### config.mk
export PLATFORM = sky130hd
export DESIGN_NAME = ecc_diag_log
export DESIGN_NICKNAME = d
export VERILOG_FILES = /design/src/rtl/ecc_diag_pkg.sv /design/src/rtl/ecc_diag_first_cap.sv /design/src/rtl/ecc_diag_running.sv /design/src/rtl/ecc_diag_readout.sv /design/src/rtl/ecc_diag_log.sv
export SDC_FILE = /design/constraint.sdc
export NUM_CORES = 1
export LEC_CHECK = 0
export CORE_MARGIN = 1
export CORE_UTILIZATION = 40
export CTS_CLUSTER_SIZE = 10
export DETAILED_ROUTE_END_ITERATION = 7
export GPL_TIMING_DRIVEN = 0
export HOLD_SLACK_MARGIN = 0.08
export PLACE_DENSITY_LB_ADDON = 0.12
export SETUP_SLACK_MARGIN = 0.4
export SLEW_MARGIN = 20
export SYNTH_ARGS = -nofsm -noshare
export SYNTH_HDL_FRONTEND = slang
export SYNTH_SLANG_ARGS = --single-unit
export TNS_END_PERCENT = 30
### constraint.sdc
create_clock -name clk -period 2.2 [get_ports clk]
set_input_delay 0.44 -clock clk [delete_from_list [all_inputs] [get_ports clk]]
set_output_delay 0.44 -clock clk [all_outputs]
set_load 0.02 [all_outputs]
### src/rtl/ecc_diag_pkg.sv
package ecc_diag_pkg;

    localparam int DATA_W  = 64;
    localparam int SYN_W   = 8;
    localparam int CHK_W   = 8;
    localparam int CNT_W   = 4;
    localparam int TYPE_W  = 2;
    localparam int RD_W    = 64;
    localparam int MODE_W  = 2;

    // field placement inside the diagnostic readback word
    localparam int CHK_LSB   = 8;
    localparam int FIELDS_W  = CHK_W + SYN_W + CNT_W + TYPE_W + SYN_W;
    localparam int FIELDS_HI = CHK_LSB + FIELDS_W - 1;
    localparam logic [CNT_W-1:0] CNT_MAX = {CNT_W{1'b1}};

    typedef enum logic [MODE_W-1:0] {
        RD_OFF   = 2'd0,
        RD_DIAG  = 2'd1,
        RD_EDATA = 2'd2,
        RD_OFF2  = 2'd3
    } rd_mode_e;

    // packed from msb to lsb so it drops straight onto readback bits
    typedef struct packed {
        logic [SYN_W-1:0]  syn_every;
        logic [TYPE_W-1:0] etype;
        logic [CNT_W-1:0]  count;
        logic [SYN_W-1:0]  syn_first;
        logic [CHK_W-1:0]  chk_first;
    } diag_fields_t;

    function automatic logic [CNT_W-1:0] sat_inc(input logic [CNT_W-1:0] v);
        return (v == CNT_MAX) ? v : v + 1'b1;
    endfunction

endpackage

### src/rtl/ecc_diag_first_cap.sv
module ecc_diag_first_cap
    import ecc_diag_pkg::*;
(
    input  logic                 clk,
    input  logic                 rst,
    input  logic                 clr,
    input  logic                 evt,
    input  logic                 err,
    input  logic                 merr,
    input  logic [CHK_W-1:0]     chk,
    input  logic [SYN_W-1:0]     syn,
    input  logic [DATA_W-1:0]    data,
    output logic                 seen_q,
    output logic [CHK_W-1:0]     chk_q,
    output logic [SYN_W-1:0]     syn_q,
    output logic [TYPE_W-1:0]    type_q,
    output logic [DATA_W-1:0]    data_q
);

    logic take;
    assign take = evt && !seen_q && !clr;

    always_ff @(posedge clk) begin
        if (rst || clr) begin
            seen_q <= 1'b0;
            chk_q  <= '0;
            syn_q  <= '0;
            type_q <= '0;
            data_q <= '0;
        end else if (take) begin
            seen_q <= 1'b1;
            chk_q  <= chk;
            syn_q  <= syn;
            type_q <= {merr, err};
            data_q <= data;
        end
    end

    // once armed capture has fired, the snapshot is frozen until a clear
    a_r2_frozen: assert property (@(posedge clk) disable iff (rst)
        (seen_q && !clr) |=> ($stable(data_q) && $stable(chk_q) && $stable(syn_q) && $stable(type_q)));

    // the first error edge loads the presented data word
    a_r2_first_load: assert property (@(posedge clk) disable iff (rst)
        (!seen_q && evt && !clr) |=> (seen_q && data_q == $past(data)));

endmodule

### src/rtl/ecc_diag_running.sv
module ecc_diag_running
    import ecc_diag_pkg::*;
(
    input  logic              clk,
    input  logic              rst,
    input  logic              clr,
    input  logic              evt,
    input  logic [SYN_W-1:0]  syn,
    output logic [CNT_W-1:0]  cnt_q,
    output logic [SYN_W-1:0]  syn_q
);

    always_ff @(posedge clk) begin
        if (rst || clr) begin
            cnt_q <= '0;
            syn_q <= '0;
        end else if (evt) begin
            cnt_q <= sat_inc(cnt_q);
            syn_q <= syn;
        end
    end

    // a full counter stays full until cleared
    a_r4_saturate: assert property (@(posedge clk) disable iff (rst)
        (cnt_q == CNT_MAX && !clr) |=> (cnt_q == CNT_MAX));

    // every error edge loads the running syndrome
    a_r3_track: assert property (@(posedge clk) disable iff (rst)
        (evt && !clr) |=> (syn_q == $past(syn)));

    // clear empties the running registers on the next cycle
    a_r7_clear: assert property (@(posedge clk) disable iff (rst)
        clr |=> (cnt_q == '0 && syn_q == '0));

    // no error and no clear keeps the running registers
    a_r10_idle: assert property (@(posedge clk) disable iff (rst)
        (!evt && !clr) |=> ($stable(cnt_q) && $stable(syn_q)));

endmodule

### src/rtl/ecc_diag_readout.sv
module ecc_diag_readout
    import ecc_diag_pkg::*;
(
    input  logic [MODE_W-1:0]  mode,
    input  diag_fields_t       fields,
    input  logic [DATA_W-1:0]  edata,
    output logic [RD_W-1:0]    rdata
);

    logic [RD_W-1:0] diag_word;

    always_comb begin
        diag_word = '0;
        diag_word[FIELDS_HI:CHK_LSB] = fields;
    end

    always_comb begin
        case (rd_mode_e'(mode))
            RD_DIAG:  rdata = diag_word;
            RD_EDATA: rdata = edata;
            default:  rdata = '0;
        endcase
    end

endmodule

### src/rtl/ecc_diag_log.sv
module ecc_diag_log
    import ecc_diag_pkg::*;
(
    input  logic              clk,
    input  logic              rst,
    input  logic              err_i,
    input  logic              merr_i,
    input  logic [7:0]        syn_i,
    input  logic [7:0]        chk_i,
    input  logic [63:0]       data_i,
    input  logic              clr_i,
    input  logic [1:0]        mode_i,
    output logic [63:0]       rdata_o
);

    logic               evt;
    logic               seen;
    logic [CHK_W-1:0]   chk_first;
    logic [SYN_W-1:0]   syn_first;
    logic [TYPE_W-1:0]  etype;
    logic [DATA_W-1:0]  edata;
    logic [CNT_W-1:0]   count;
    logic [SYN_W-1:0]   syn_every;
    diag_fields_t       fields;

    assign evt = err_i || merr_i;

    ecc_diag_first_cap u_first (
        .clk    (clk),
        .rst    (rst),
        .clr    (clr_i),
        .evt    (evt),
        .err    (err_i),
        .merr   (merr_i),
        .chk    (chk_i),
        .syn    (syn_i),
        .data   (data_i),
        .seen_q (seen),
        .chk_q  (chk_first),
        .syn_q  (syn_first),
        .type_q (etype),
        .data_q (edata)
    );

    ecc_diag_running u_run (
        .clk   (clk),
        .rst   (rst),
        .clr   (clr_i),
        .evt   (evt),
        .syn   (syn_i),
        .cnt_q (count),
        .syn_q (syn_every)
    );

    always_comb begin
        fields.syn_every = syn_every;
        fields.etype     = etype;
        fields.count     = count;
        fields.syn_first = syn_first;
        fields.chk_first = chk_first;
    end

    ecc_diag_readout u_rd (
        .mode   (mode_i),
        .fields (fields),
        .edata  (edata),
        .rdata  (rdata_o)
    );

    // in diagnostic mode the bits around the fields read zero
    a_r5_pad_zero: assert property (@(posedge clk) disable iff (rst)
        (mode_i == 2'd1) |-> (rdata_o[63:38] == '0 && rdata_o[7:0] == '0));

    // the quiet modes show nothing
    a_r9_quiet: assert property (@(posedge clk) disable iff (rst)
        (mode_i == 2'd0 || mode_i == 2'd3) |-> (rdata_o == '0));

    // an error count without a captured type cannot happen
    a_r6_type_set: assert property (@(posedge clk) disable iff (rst)
        (count != '0) |-> (etype != '0 && seen));

endmodule

==> results.py <==
metrics = {
    "critical_path": {
        "path_max_fanout": 7,
        "crit_path_end_kind": "output pin",
        "rr_worst_depth": 4,
        "start_kind": "primary input",
        "crit_arrival_ns": 1.41,
        "critPathKind": "primary input to output pin",
        "cp.required_ns": 1.76,
    },
    "sta": {
        "rsz0062_at_grt": "yes",
        "final.setup_skew_ns": 0.008536,
        "max_freq_mhz": 540.9,
        "setup_violations": 0,
        "max_slew_margin_pct": 46.01,
        "worst_slew_pin_slew_ns": 0.8099,
        "final_max_slew_viol_count": 0,
        "finalCriticalPeriod_ns": 1.849,
        "hold_viol_final": 0,
        "whs_ns": 0.4565,
        "setup_ws_ns": 0.3512,
        "period_share_pct": 84.04,
    },
    "yosys": {
        "yosys.area_share.simple_pct": 27.42,
        "synth.distinct_cells": 27,
        "yosys_warnings": 0,
        "ys_seq_area_share_pct": 41.35,
        "syn-num-nets": 617,
        "synth_mux_area_share_pct": 0,
        "syn_inst": 527,
        "synth_xor_area_share_pct": 0,
        "syn-cell-area_um2": 4599,
        "postSynthAreaPerCell_um2": 8.728,
        "synth_seq_cells": 95,
        "synth_fa_ha_area_share_pct": 0.8161,
        "synth_top_family_by_area": "simple AND/OR/NAND/NOR gates",
        "synth_compound_gate_area_share_pct": 22.85,
    },
    "pwr": {
        "power_leakage_nw": 2.569,
        "max-vdd-ir-drop_uv": 535.4,
        "power.density_nw_per_um2": 640.3,
    },
    "min_path": {
        "hp-class": "flip-flop to flip-flop",
        "hold_depth": 2,
    },
    "routing": {
        "wl_per_cell_um": 15.45,
        "vias": 4141,
        "drtIter0Drc": 131,
        "ant_nets": 0,
        "firstDrtPassIters": 4,
        "viasPerCell": 4.959,
        "drc": 0,
        "wl_um": 12900,
    },
    "floorplan": {
        "coreArea_um2": 11030,
        "die_w_um": 109.2,
        "die-area_um2": 11930,
        "io_pins": 151,
        "die_h_um": 109.2,
        "placement_rows": 38,
        "start_util_pct": 41.70,
    },
    "place": {
        "gp_congestion": 0.7923,
        "hpwl_um": 9288,
        "post-place-ws_ns": -0.8909,
        "portBuffers": 150,
        "dpl.cell_count": 817,
    },
    "cts": {
        "cts_hold_buf": 0,
        "clock_path_buffers": 2,
        "cts_max_level": 3,
        "cts_sinks": 95,
        "clkSlewWorstSetupHoldPaths_ns": 0.06,
        "cts_tree": "done",
        "cts-buffers-inserted": 9,
        "clk_latency_ns": 0.34,
        "cts_root_buf": "clkbuf_16",
    },
    "layout": {
        "seq_area_um2": 1902,
        "area_growth_pct": 45.35,
        "fin_util_pct": 60.61,
        "drive_gt1_share_pct": 45.32,
        "layoutNonFillerInstCount": 835,
        "n_fill_cell": 985,
        "nNetsFinal": 781,
        "diodes": 0,
        "multi_input_area_um2": 2495,
    },
    "grt": {
        "grt_pass1_vias": 4247,
        "grt_overflow_total": 0,
        "grt_pass1_wl_um": 20860,
        "use_met2_pct": 39.80,
        "grt_util_met1_pct": 28.56,
        "grtUsageTotal_pct": 22.66,
        "antenna_found_initial": 0,
        "grt.busiest_layer": "met2",
        "grt_max_degree": 16,
        "met3_usage_pct": 2.929,
    },
    "run_status": {
        "outcome": "complete, no violations",
    },
    "run": {
        "cap_violations": 0,
    },
}
[cell usage after synthesis]
master     n  area, um2
a41oi_1    1      8.760
o21ba_2    1      10.01
o21ai_0    1      5.000
o221a_1    2      22.52
a22oi_1   30      225.2
nor2_1    35      131.4
a211oi_1   1      7.510
nand2_1   97      364.1
ha_1       3      37.54
clkbuf_1  12      45.04
or3_1      1      6.260
buf_4      2      15.01
buf_2     20      100.1
nand3_1    1      5.000
dfxtp_1   95       1902
nand3b_1   1      7.510
a21oi_2   80      700.7
or2_1      2      12.51
buf_12     9      180.2
inv_1      2      7.510
nor3_1     3      15.01
a21oi_1   11      55.05
o21ai_1    1      5.000
nand2_2   80      500.5
o21bai_2   1      11.26
and2_1    34      212.7
and3_1     1      6.260
[metrics by stage]
step	cell area (um2)	power, mW	TNS [ns]
after detailed placement	6279	2.590	-50.02
after global placement	6279	2.577	-48.07
final	6685	4.281	0
after CTS	6611	4.299	0
after global routing	6685	4.458	0
after floorplan	4602	2.274	0
[power by group]
group          leakage, nW  internal, mW  total, mW  switching, mW
logic                 1.65         0.377      0.778          0.401
clock network        0.147          1.02       1.67          0.654
registers            0.776          1.79       1.83         0.0398
[registers in the layout, indices dropped and copies added (netlist names)]
register / cells
u_first.type_q: 2
u_first.data_q: 64
u_first.seen_q: 1
u_first.syn_q: 8
u_first.chk_q: 8
u_run.syn_q: 8
u_run.cnt_q: 4
[worst max-delay path, cell delays in order]
cell and delay (ns):
buf_8 0.08, inv_4 0.03, ha_4 0.17, buf_12 0.15
clkbuf_16 0.16, a22oi_2 0.16, nor2_2 0.07, buf_6 0.13
[cell families after synthesis]
| group | count (synthesis) |
|---|---|
| compound gates | 129 |
| fa+ha+maj | 3 |
| buf+inv | 45 |
| flops | 95 |
| simple gates | 255 |
[worst paths after layout]
| kind | start | end | slack (ns) |
|---|---|---|---|
| setup reg to reg | u_run.cnt_q[0] | u_run.cnt_q[0] | 0.82 |
| hold reg to reg | u_run.syn_q[6] | u_run.syn_q[6] | 0.46 |
| hold / removal | u_run.syn_q[6] | u_run.syn_q[6] | 0.46 |
| setup / recovery | mode_i[0] | rdata_o[27] | 0.35 |
[routing by layer]
| metal | wire length, um | share of wire [%] |
|---|---|---|
| met1 | 5804 | 45 |
| met2 | 6246 | 48 |
| met3 | 620 | 4.8 |
| met4 | 232 | 1.8 |
| met5 | 0 | 0 |
[cells in the final DEF, fill, tap and decap left out, drive strengths merged, types with 3 or more instances in the layout]
cell type      synthesis  final
a22oi                 30     30
buf                   31     99
nor3                   3      3
clkdlybuf4s50          0     84
ha                     3      3
clkbuf                12     23
and2                  34     34
a21oi                 91     91
nor2                  35     35
clkinvlp               0      3
dfxtp                 95     95
nand2                177    177
[what timing repair did]
item	in CTS	in global routing
pin swaps	8	5
endpoints found under the setup margin	64	64
hold endpoints to repair	0	0
gates cloned	2	1
gates resized for setup	350	14
setup buffers	0	0
[layout make-up]
cell class / instances / share of cell area, %
Clock buffer: 10 / 3.575
Clock inverter: 5 / 1.235
Buffer: 43 / 7.281
Timing Repair Buffer: 153 / 19.37
Sequential cell: 95 / 28.45
Multi-Input combinational cell: 387 / 37.32
Tap cell: 140 / 2.620
Inverter: 2 / 0.1497
(Power assumes the default switching activity.)
